$ cat config.mk
export PLATFORM = sky130hd
export DESIGN_NAME = mmuchk_status
export DESIGN_NICKNAME = d
export VERILOG_FILES = /design/src/rtl/mmuchk_pkg.sv /design/src/rtl/mmuchk_status.sv
export SDC_FILE = /design/constraint.sdc
export NUM_CORES = 1
export LEC_CHECK = 0
export CAP_MARGIN = 10
export CORE_MARGIN = 10
export CORE_UTILIZATION = 50
export CTS_BUF_LIST = sky130_fd_sc_hd__clkbuf_4
export DETAILED_ROUTE_END_ITERATION = 6
export DONT_BUFFER_PORTS = 1
export GPL_TIMING_DRIVEN = 0
export SYNTH_ARGS = -nofsm -noshare
export SYNTH_HDL_FRONTEND = slang
export SYNTH_SLANG_ARGS = --single-unit
$ cat constraint.sdc
create_clock -name clk -period 2.7 [get_ports clk]
set_clock_uncertainty 0.05 [all_clocks]
set_input_delay 0.135 -clock clk [delete_from_list [all_inputs] [get_ports clk]]
set_output_delay 0.135 -clock clk [all_outputs]
set_load 0.03 [all_outputs]
$ cat src/rtl/mmuchk_pkg.sv
package mmuchk_pkg;

  typedef logic [2:0] pcode_t;    // permission code from the page entry
  typedef logic [2:0] acc_idx_t;  // {write, fetch, supervisor}
  typedef logic [1:0] ftype_t;    // fault type, 0 = allowed
  typedef logic [2:0] rights_t;   // {read, write, execute}

  localparam int RIGHT_R = 2;
  localparam int RIGHT_W = 1;
  localparam int RIGHT_X = 0;

  localparam rights_t RIGHTS_NONE = 3'b000;
  localparam rights_t RIGHTS_ALL  = 3'b111;

  localparam int IDX_SHIFT = 5;   // position of the access index in the status

endpackage

$ cat src/rtl/mmuchk_status.sv
module mmuchk_status
  import mmuchk_pkg::*;
#(
  parameter int VA_W  = 32,
  parameter int FSR_W = 8
) (
  input  logic             clk,
  input  logic             rst_n,
  input  logic             rd_clr,
  input  logic             fault_evt,
  input  acc_idx_t         idx,
  input  ftype_t           ftype,
  input  logic [VA_W-1:0]  vaddr,
  output logic [FSR_W-1:0] fsr_q,
  output logic [VA_W-1:0]  far_q
);

  localparam int PAD_W = FSR_W - IDX_SHIFT - 3;

  logic [FSR_W-1:0] kept;
  logic [FSR_W-1:0] entry;
  logic [FSR_W-1:0] fsr_d;

  assign kept  = rd_clr ? '0 : fsr_q;
  assign entry = {{PAD_W{1'b0}}, idx, {(IDX_SHIFT-2){1'b0}}, ftype} |
                 FSR_W'(2);

  always_comb begin
    fsr_d = kept;
    if (fault_evt) begin
      fsr_d = ((kept != '0) ? FSR_W'(1) : '0) | entry;
    end
  end

  always_ff @(posedge clk or negedge rst_n) begin
    if (!rst_n) begin
      fsr_q <= '0;
      far_q <= '0;
    end else begin
      fsr_q <= fsr_d;
      if (fault_evt) far_q <= vaddr;
    end
  end

endmodule

# Yosys cells after proc, flatten, opt, wreduce, memory -nomap -nowiden
# Cells that the tools add are included.
# totals
out_inout_bits,40
in_bits,41
reg_bits,40
word_cells,7
# op_classes
bitwise_logic,1
n_mux,3
n_reduce_logical,1
# ops
op,count
$mux 8,2
$or 1x8->8,1
$reduce_bool 8->1,1
$mux 1,1

# Logic depth before layout (Yosys ltp)
# Gate-level depths: netlist of run 1.
# logic_depth
ltp_word,5
depth_mapped,4
ltp_nobuf,3

# Worst setup path after synthesis of run 1
# Ideal clock, no wire load.
# synth_timing
kind,register to register
startpoint,register fsr_q[5]
endpoint,register fsr_q[0]
n_path_buf,0
arrival_time_ns,1.108
required_time_ns,2.524
stages_incl_launch_ff,4
setup_ns,0.126
setup_slack_ns,1.416
cell_sequence,dfrtp_1 > nor4_1 > a21oi_1 > a221o_1
# synth_via
elab_chain_len,5
# synth_lines
item,line_no,rtl
"start, declared",mmuchk_status.sv:14,"output logic [FSR_W-1:0] fsr_q,"
"start signal, assigned",mmuchk_status.sv:40,fsr_q <= fsr_d;
$mux 8,mmuchk_status.sv:24,assign kept = rd_clr ? '0 : fsr_q;
$reduce_bool 8->1,mmuchk_status.sv:31,fsr_d = ((kept != '0) ? FSR_W'(1) : '0) | entry;
$mux 1,mmuchk_status.sv:31,
$or 1x8->8,mmuchk_status.sv:31,
$mux 8,mmuchk_status.sv:30,if (fault_evt) begin
via fsr_d[0],mmuchk_status.sv:22,logic [FSR_W-1:0] fsr_d;
# The timed path passes the listed nets, and every way through them passes these cells.
# A chain may end at the register's enable or synchronous reset.

# Worst setup path after layout of run 1
# Same ends and word-level chain as after synthesis.

==> results of run 1 <==
==> worst max-delay path, delay by kind of cell, from the launching register on <==
kind,cells,cell delay [ns]
AOI/OAI and AO/OA,2,0.38
DFF,1,0.52
buffers and inverters,1,0.55
and+or+nand+nor,1,0.37
==> worst max-delay path by stage <==
stage | startpoint | to | depth (start not counted)
CTS | fsr_q[5]$_DFF_PN0_ | fsr_q[0]$_DFF_PN0_ | 4
global placement | fsr_q[5]$_DFF_PN0_ | fsr_q[0]$_DFF_PN0_ | 3
floorplan | fsr_q[5]$_DFF_PN0_ | fsr_q[0]$_DFF_PN0_ | 3
finish | fsr_q[5]$_DFF_PN0_ | fsr_q[0]$_DFF_PN0_ | 4
detailed placement | fsr_q[5]$_DFF_PN0_ | fsr_q[0]$_DFF_PN0_ | 3
global route | fsr_q[5]$_DFF_PN0_ | fsr_q[0]$_DFF_PN0_ | 4
==> power by group <==
group          internal, W  total (W)  switching [W]
clock             0.000106   0.000280       0.000174
sequential        0.000651   0.000803       0.000152
combinational    0.0000939   0.000140      0.0000460
==> flip-flops by register name (all words and copies together) (netlist names) <==
name,flops
fsr_q,8
far_q,32
==> cell usage after synthesis, drive strengths merged <==
master  count  area share [%]
nand2       2            0.50
inv         1            0.25
mux2       32              24
a221o       1            0.67
nor4        2            0.84
and2        3             1.3
buf         4             2.2
dfrtp      40              67
o21ai       1            0.34
a21o        1            0.50
a22o        2             1.2
nand2b      1            0.42
a21oi       1            0.34
nor2        1            0.25
==> metrics by stage <==
step	std cells	instance area (um^2)	power, W	hold slack (ns)
2_1_floorplan	92	1490	0.000870	-0.211
3_3_place_gp	123	1530	0.000891	-0.209
3_5_place_dp	123	1530	0.000895	-0.209
4_1_cts	171	2000	0.00123	0.0460
5_1_grt	171	2000	0.00129	0.0374
6_report	171	2000	0.00122	0.0605
==> per-layer routing <==
layer	vias up	part of all wire (%)	routed length [um]	global-route usage [%]
met5	-	0	0	0
met4	0	1.1	39	3.78
met3	6	14	496	8.54
met2	53	52	1830	22.6
met1	457	33	1170	13.6
li1	414	-	-	-
==> cells by family (layout without fill, tap and decap cells) <==
kind of cell | Yosys count | after routing | synth area share [%]
AOI/OAI and AO/OA | 6 | 6 | 3.02
buffers and inverters | 5 | 53 | 2.43
DFF | 40 | 40 | 67.1
muxes | 32 | 32 | 24.2
and+or+nand+nor | 9 | 9 | 3.27
==> area by class of cell <==
cell class              instances  area [um^2]
clock buffers                   6         45.0
fillers                       188          805
flip-flops and latches         40         1000
plain buffers                   4         32.5
multi-input cells              47          454
inverters                       1         3.75
well taps                      31         38.8
clock inverters                 1         5.00
repair buffers                 41          420
==> impl_metrics.json, run 1 <==
{
  "status": "finished clean",
  "port-buffer-count": 0,
  "layout_common_cells": "dfrtp_1, dlygate4sd3_1, mux2_2",
  "rrSetupSlack_ns": 0.72,
  "die_x_um": 74.6,
  "tightest_slew_ns": 0.370,
  "critPathCaptureType": "register",
  "slew_violations": 0,
  "routedWlPerCell_um": 20.7,
  "design.core.area_um2": 2810,
  "start_util_pct": 53.2,
  "cap_violations": 0,
  "routed_via_density": 5.44,
  "syn_area_per_cell_um2": 16.2,
  "dieHeight_um": 74.6,
  "hold_viol": 0,
  "cts.sinks": 40,
  "holdBufCountCts": 41,
  "antenna_cells": 0,
  "peakVddDrop_mv": 0.466,
  "path_max_fanout": 3,
  "seq_area_frac_synth_pct": 67.1,
  "cp.required_ns": 2.88,
  "netlist_area_um2": 1490,
  "dpl_worst_slack_ns": 1.31,
  "ys.warnings.count": 0,
  "r2r_cells": 4,
  "drive_gt1_share_pct": 31.4,
  "wl_um": 3540,
  "grtUsageTotal_pct": 13.4,
  "layout_setup_ws_ns": 0.719,
  "htree_levels": 2,
  "min-delay-start": "fault_evt",
  "setup.worst_path.start_class": "register",
  "dieArea_um2": 5570,
  "num_rows": 19,
  "grt_pass1_wl_um": 5640,
  "numCtsBuffers": 5,
  "grt_setup_unrepaired": "false",
  "ioPinCount": 81,
  "grt_max_degree": 41,
  "max_slew_margin_pct": 75.3,
  "clkSlewWorstSetupHoldPaths_ns": 0.11,
  "critPathKind": "register to register",
  "drtPass1Iterations": 3,
  "synthDistinctLibCells": 15,
  "hold_path_depth": 2,
  "nNetsFinal": 181,
  "drt-initial-drc-count": 49,
  "synth-seq-cells": 40,
  "setup_viol": 0,
  "syn-num-nets": 133,
  "worst_path_max_delay_cell": "dlygate4sd3_1",
  "path_cells": "nor4_1 -> a21oi_1 -> a221o_1 -> dlygate4sd3_1",
  "p_leak_nw": 0.873,
  "cts_tree": "yes",
  "dp_hpwl_um": 2410,
  "areaGrowthSynthToFinish_pct": 34.1,
  "cp.arrival_ns": 2.16,
  "rr_endpoint": "fsr_q[0]$_DFF_PN0_",
  "cts_root_buffer": "clkbuf_4",
  "vias": 930,
  "drc": 0,
  "clk_latency_ns": 0.34,
  "post_cts_buffers": 0,
  "cts_buffer_depth": 2,
  "hold_path_class": "input pin to register",
  "grt-ovfl-total": 0,
  "netlist_instances": 92,
  "gp_congestion": 0.691,
  "r2r_start": "fsr_q[5]$_DFF_PN0_",
  "fin_crit_ns": 1.98,
  "tns_ns": 0,
  "grt_pass1_vias": 1082,
  "max_stage_delay_ns": 0.55,
  "ctsResizeCount": 0,
  "antenna_found_initial": 0,
  "period_share_pct": 73.4,
  "power.density_nw_per_um2": 611,
  "min_to": "far_q[31]$_DFFE_PN0P_",
  "fin_util_pct": 71.3,
  "fmax_mhz": 505,
  "ant_nets": 0
}
Power figures use the tool's default switching activity.
==> run 2: changes to the inputs <==
--- a/config.mk
+++ b/config.mk
@@ -12,6 +12,7 @@
 export DETAILED_ROUTE_END_ITERATION = 6
 export DONT_BUFFER_PORTS = 1
 export GPL_TIMING_DRIVEN = 0
+export PLACE_DENSITY = 0.68
 export SYNTH_ARGS = -nofsm -noshare
 export SYNTH_HDL_FRONTEND = slang
 export SYNTH_SLANG_ARGS = --single-unit
==> constraint.sdc (replaced) <==
create_clock -name clk -period 1.8 [get_ports clk]
set_clock_uncertainty 0.05 [all_clocks]
set_input_delay 0.09 -clock clk [delete_from_list [all_inputs] [get_ports clk]]
set_output_delay 0.09 -clock clk [all_outputs]
set_load 0.03 [all_outputs]
==> impl_metrics.json, run 2 (synthesis results as in run 1) <==
{
  "status": "finished clean",
  "start_util_pct": 53.2,
  "setup.worst_path.start_class": "input pin",
  "areaGrowthSynthToFinish_pct": 34.6,
  "hold_viol": 0,
  "worst_path_max_delay_cell": "dlygate4sd3_1",
  "hold_path_depth": 3,
  "r2r_start": "fsr_q[6]$_DFF_PN0_",
  "grt_setup_unrepaired": "false",
  "min-delay-start": "fault_evt",
  "grt-ovfl-total": 0,
  "setup_viol": 0,
  "period_share_pct": 88.4,
  "num_rows": 19,
  "path_buf_inv": 3,
  "post-place-cells": 123,
  "cp.arrival_ns": 1.81,
  "cp.required_ns": 2.02,
  "power.density_nw_per_um2": 892,
  "routed_via_density": 5.48,
  "antenna_found_initial": 0,
  "vias": 937,
  "r2r_cells": 2,
  "clkSlewWorstSetupHoldPaths_ns": 0.09,
  "htree_levels": 2,
  "path_cells": "dlygate4sd3_1 -> buf_6 -> nor2_1 -> a22o_1 -> dlygate4sd3_1",
  "critPathKind": "input pin to register",
  "stdcell_count": 171,
  "die_x_um": 74.6,
  "drt-initial-drc-count": 44,
  "drc": 0,
  "layout_common_cells": "dlygate4sd3_1, dfrtp_1, mux2_2",
  "cap_violations": 0,
  "post_cts_buffers": 0,
  "cts.sinks": 40,
  "rr_endpoint": "fsr_q[6]$_DFF_PN0_",
  "peakVddDrop_mv": 0.550,
  "top_register": "far_q",
  "drive_gt1_share_pct": 30.0,
  "grt_max_degree": 41,
  "cp_common_cell": "dlygate4sd3_1",
  "routedWlPerCell_um": 21.4,
  "numCtsBuffers": 5,
  "fillers": 189,
  "cts_tree": "yes",
  "final_common_cell": "dlygate4sd3_1",
  "grtUsageTotal_pct": 14.2,
  "holdBufCountCts": 42,
  "ioPinCount": 81,
  "largest_reg_flops": 32,
  "fin_crit_ns": 1.59,
  "port-buffer-count": 0,
  "tightest_slew_ns": 0.364,
  "grt_pass1_vias": 1096,
  "hold_path_class": "input pin to register",
  "top_regs": "far_q (32), fsr_q (8)",
  "tns_ns": 0,
  "dieArea_um2": 5570,
  "antenna_cells": 0,
  "cts_root_buffer": "clkbuf_4",
  "max_slew_margin_pct": 75.8,
  "min_to": "fsr_q[0]$_DFF_PN0_",
  "wl_um": 3660,
  "grt_pass1_wl_um": 5840,
  "nNetsFinal": 183,
  "slew_violations": 0,
  "clk_latency_ns": 0.33,
  "design.core.area_um2": 2810,
  "max_stage_delay_ns": 0.56,
  "dp_hpwl_um": 2470,
  "place_area_um2": 1530,
  "drtPass1Iterations": 4,
  "critPathCaptureType": "register",
  "ant_nets": 0,
  "final_area_um2": 2010,
  "hold_ws_ns": 0.0185,
  "path_max_fanout": 10,
  "dieHeight_um": 74.6,
  "fmax_mhz": 629,
  "rrSetupSlack_ns": 0.30,
  "p_leak_nw": 0.876,
  "critical-path-top-delay-family": "buffers and inverters",
  "gp_congestion": 0.670,
  "cts_buffer_depth": 2,
  "ctsResizeCount": 0
}
-- run 2: changes by cell type in the layout (fill, tap and decap cells not counted) --
| cell | previous run | this run |
|---|---|---|
| dlygate4sd3_1 | 40 | 42 |
| clkbuf_4 | 6 | 5 |
| clkinv_2 | 1 | 0 |
-- run 2: layout make-up --
class | count | area, um^2 | area share, %
Timing Repair Buffer | 43 | 440 | 21.9
Tap cell | 31 | 38.8 | 1.93
Clock buffer | 5 | 37.5 | 1.87
Multi-Input combinational cell | 47 | 454 | 22.6
Sequential cell | 40 | 1000 | 49.8
Inverter | 1 | 3.75 | 0.187
Buffer | 4 | 32.5 | 1.62
-- run 2: worst max-delay path by stage --
stage,from,end,slack (ns),depth (start not counted)
global route,fault_evt,fsr_q[6]$_DFF_PN0_,0.12,5
finish,fault_evt,fsr_q[6]$_DFF_PN0_,0.21,5
global placement,fsr_q[5]$_DFF_PN0_,fsr_q[0]$_DFF_PN0_,0.45,3
CTS,fsr_q[6]$_DFF_PN0_,fsr_q[6]$_DFF_PN0_,0.31,2
detailed placement,fsr_q[1]$_DFF_PN0_,fsr_q[0]$_DFF_PN0_,0.44,3
floorplan,fsr_q[5]$_DFF_PN0_,fsr_q[0]$_DFF_PN0_,0.52,3
-- run 2: per-layer routing --
layer	global-route usage, %	wire length [um]	vias to the layer above
li1	-	-	419
met1	14.3	1250	467
met2	25.2	2030	45
met3	5.52	334	6
met4	6.93	45	0
met5	0	0	-
-- run 2: worst register-to-register path: stages (launching register included) --
cell and delay, ns:
dfrtp_1 0.52, a22o_1 0.26, dlygate4sd3_1 0.55
-- run 2: per-stage QoR --
stage / setup slack (ns) / utilization (%) / power [W]
final: 0.209 / 71.6 / 0.00179
after global routing: 0.122 / 71.6 / 0.00190
after CTS: 0.310 / 71.2 / 0.00181
after detailed placement: 0.440 / 54.5 / 0.00135
after global placement: 0.449 / 54.5 / 0.00134
after floorplan: 0.516 / - / 0.00130
-- run 2: power by group --
part	switching, W	internal, W	total (W)
combinational	0.0000706	0.000144	0.000214
sequential	0.000229	0.000976	0.00121
clock	0.000241	0.000131	0.000371
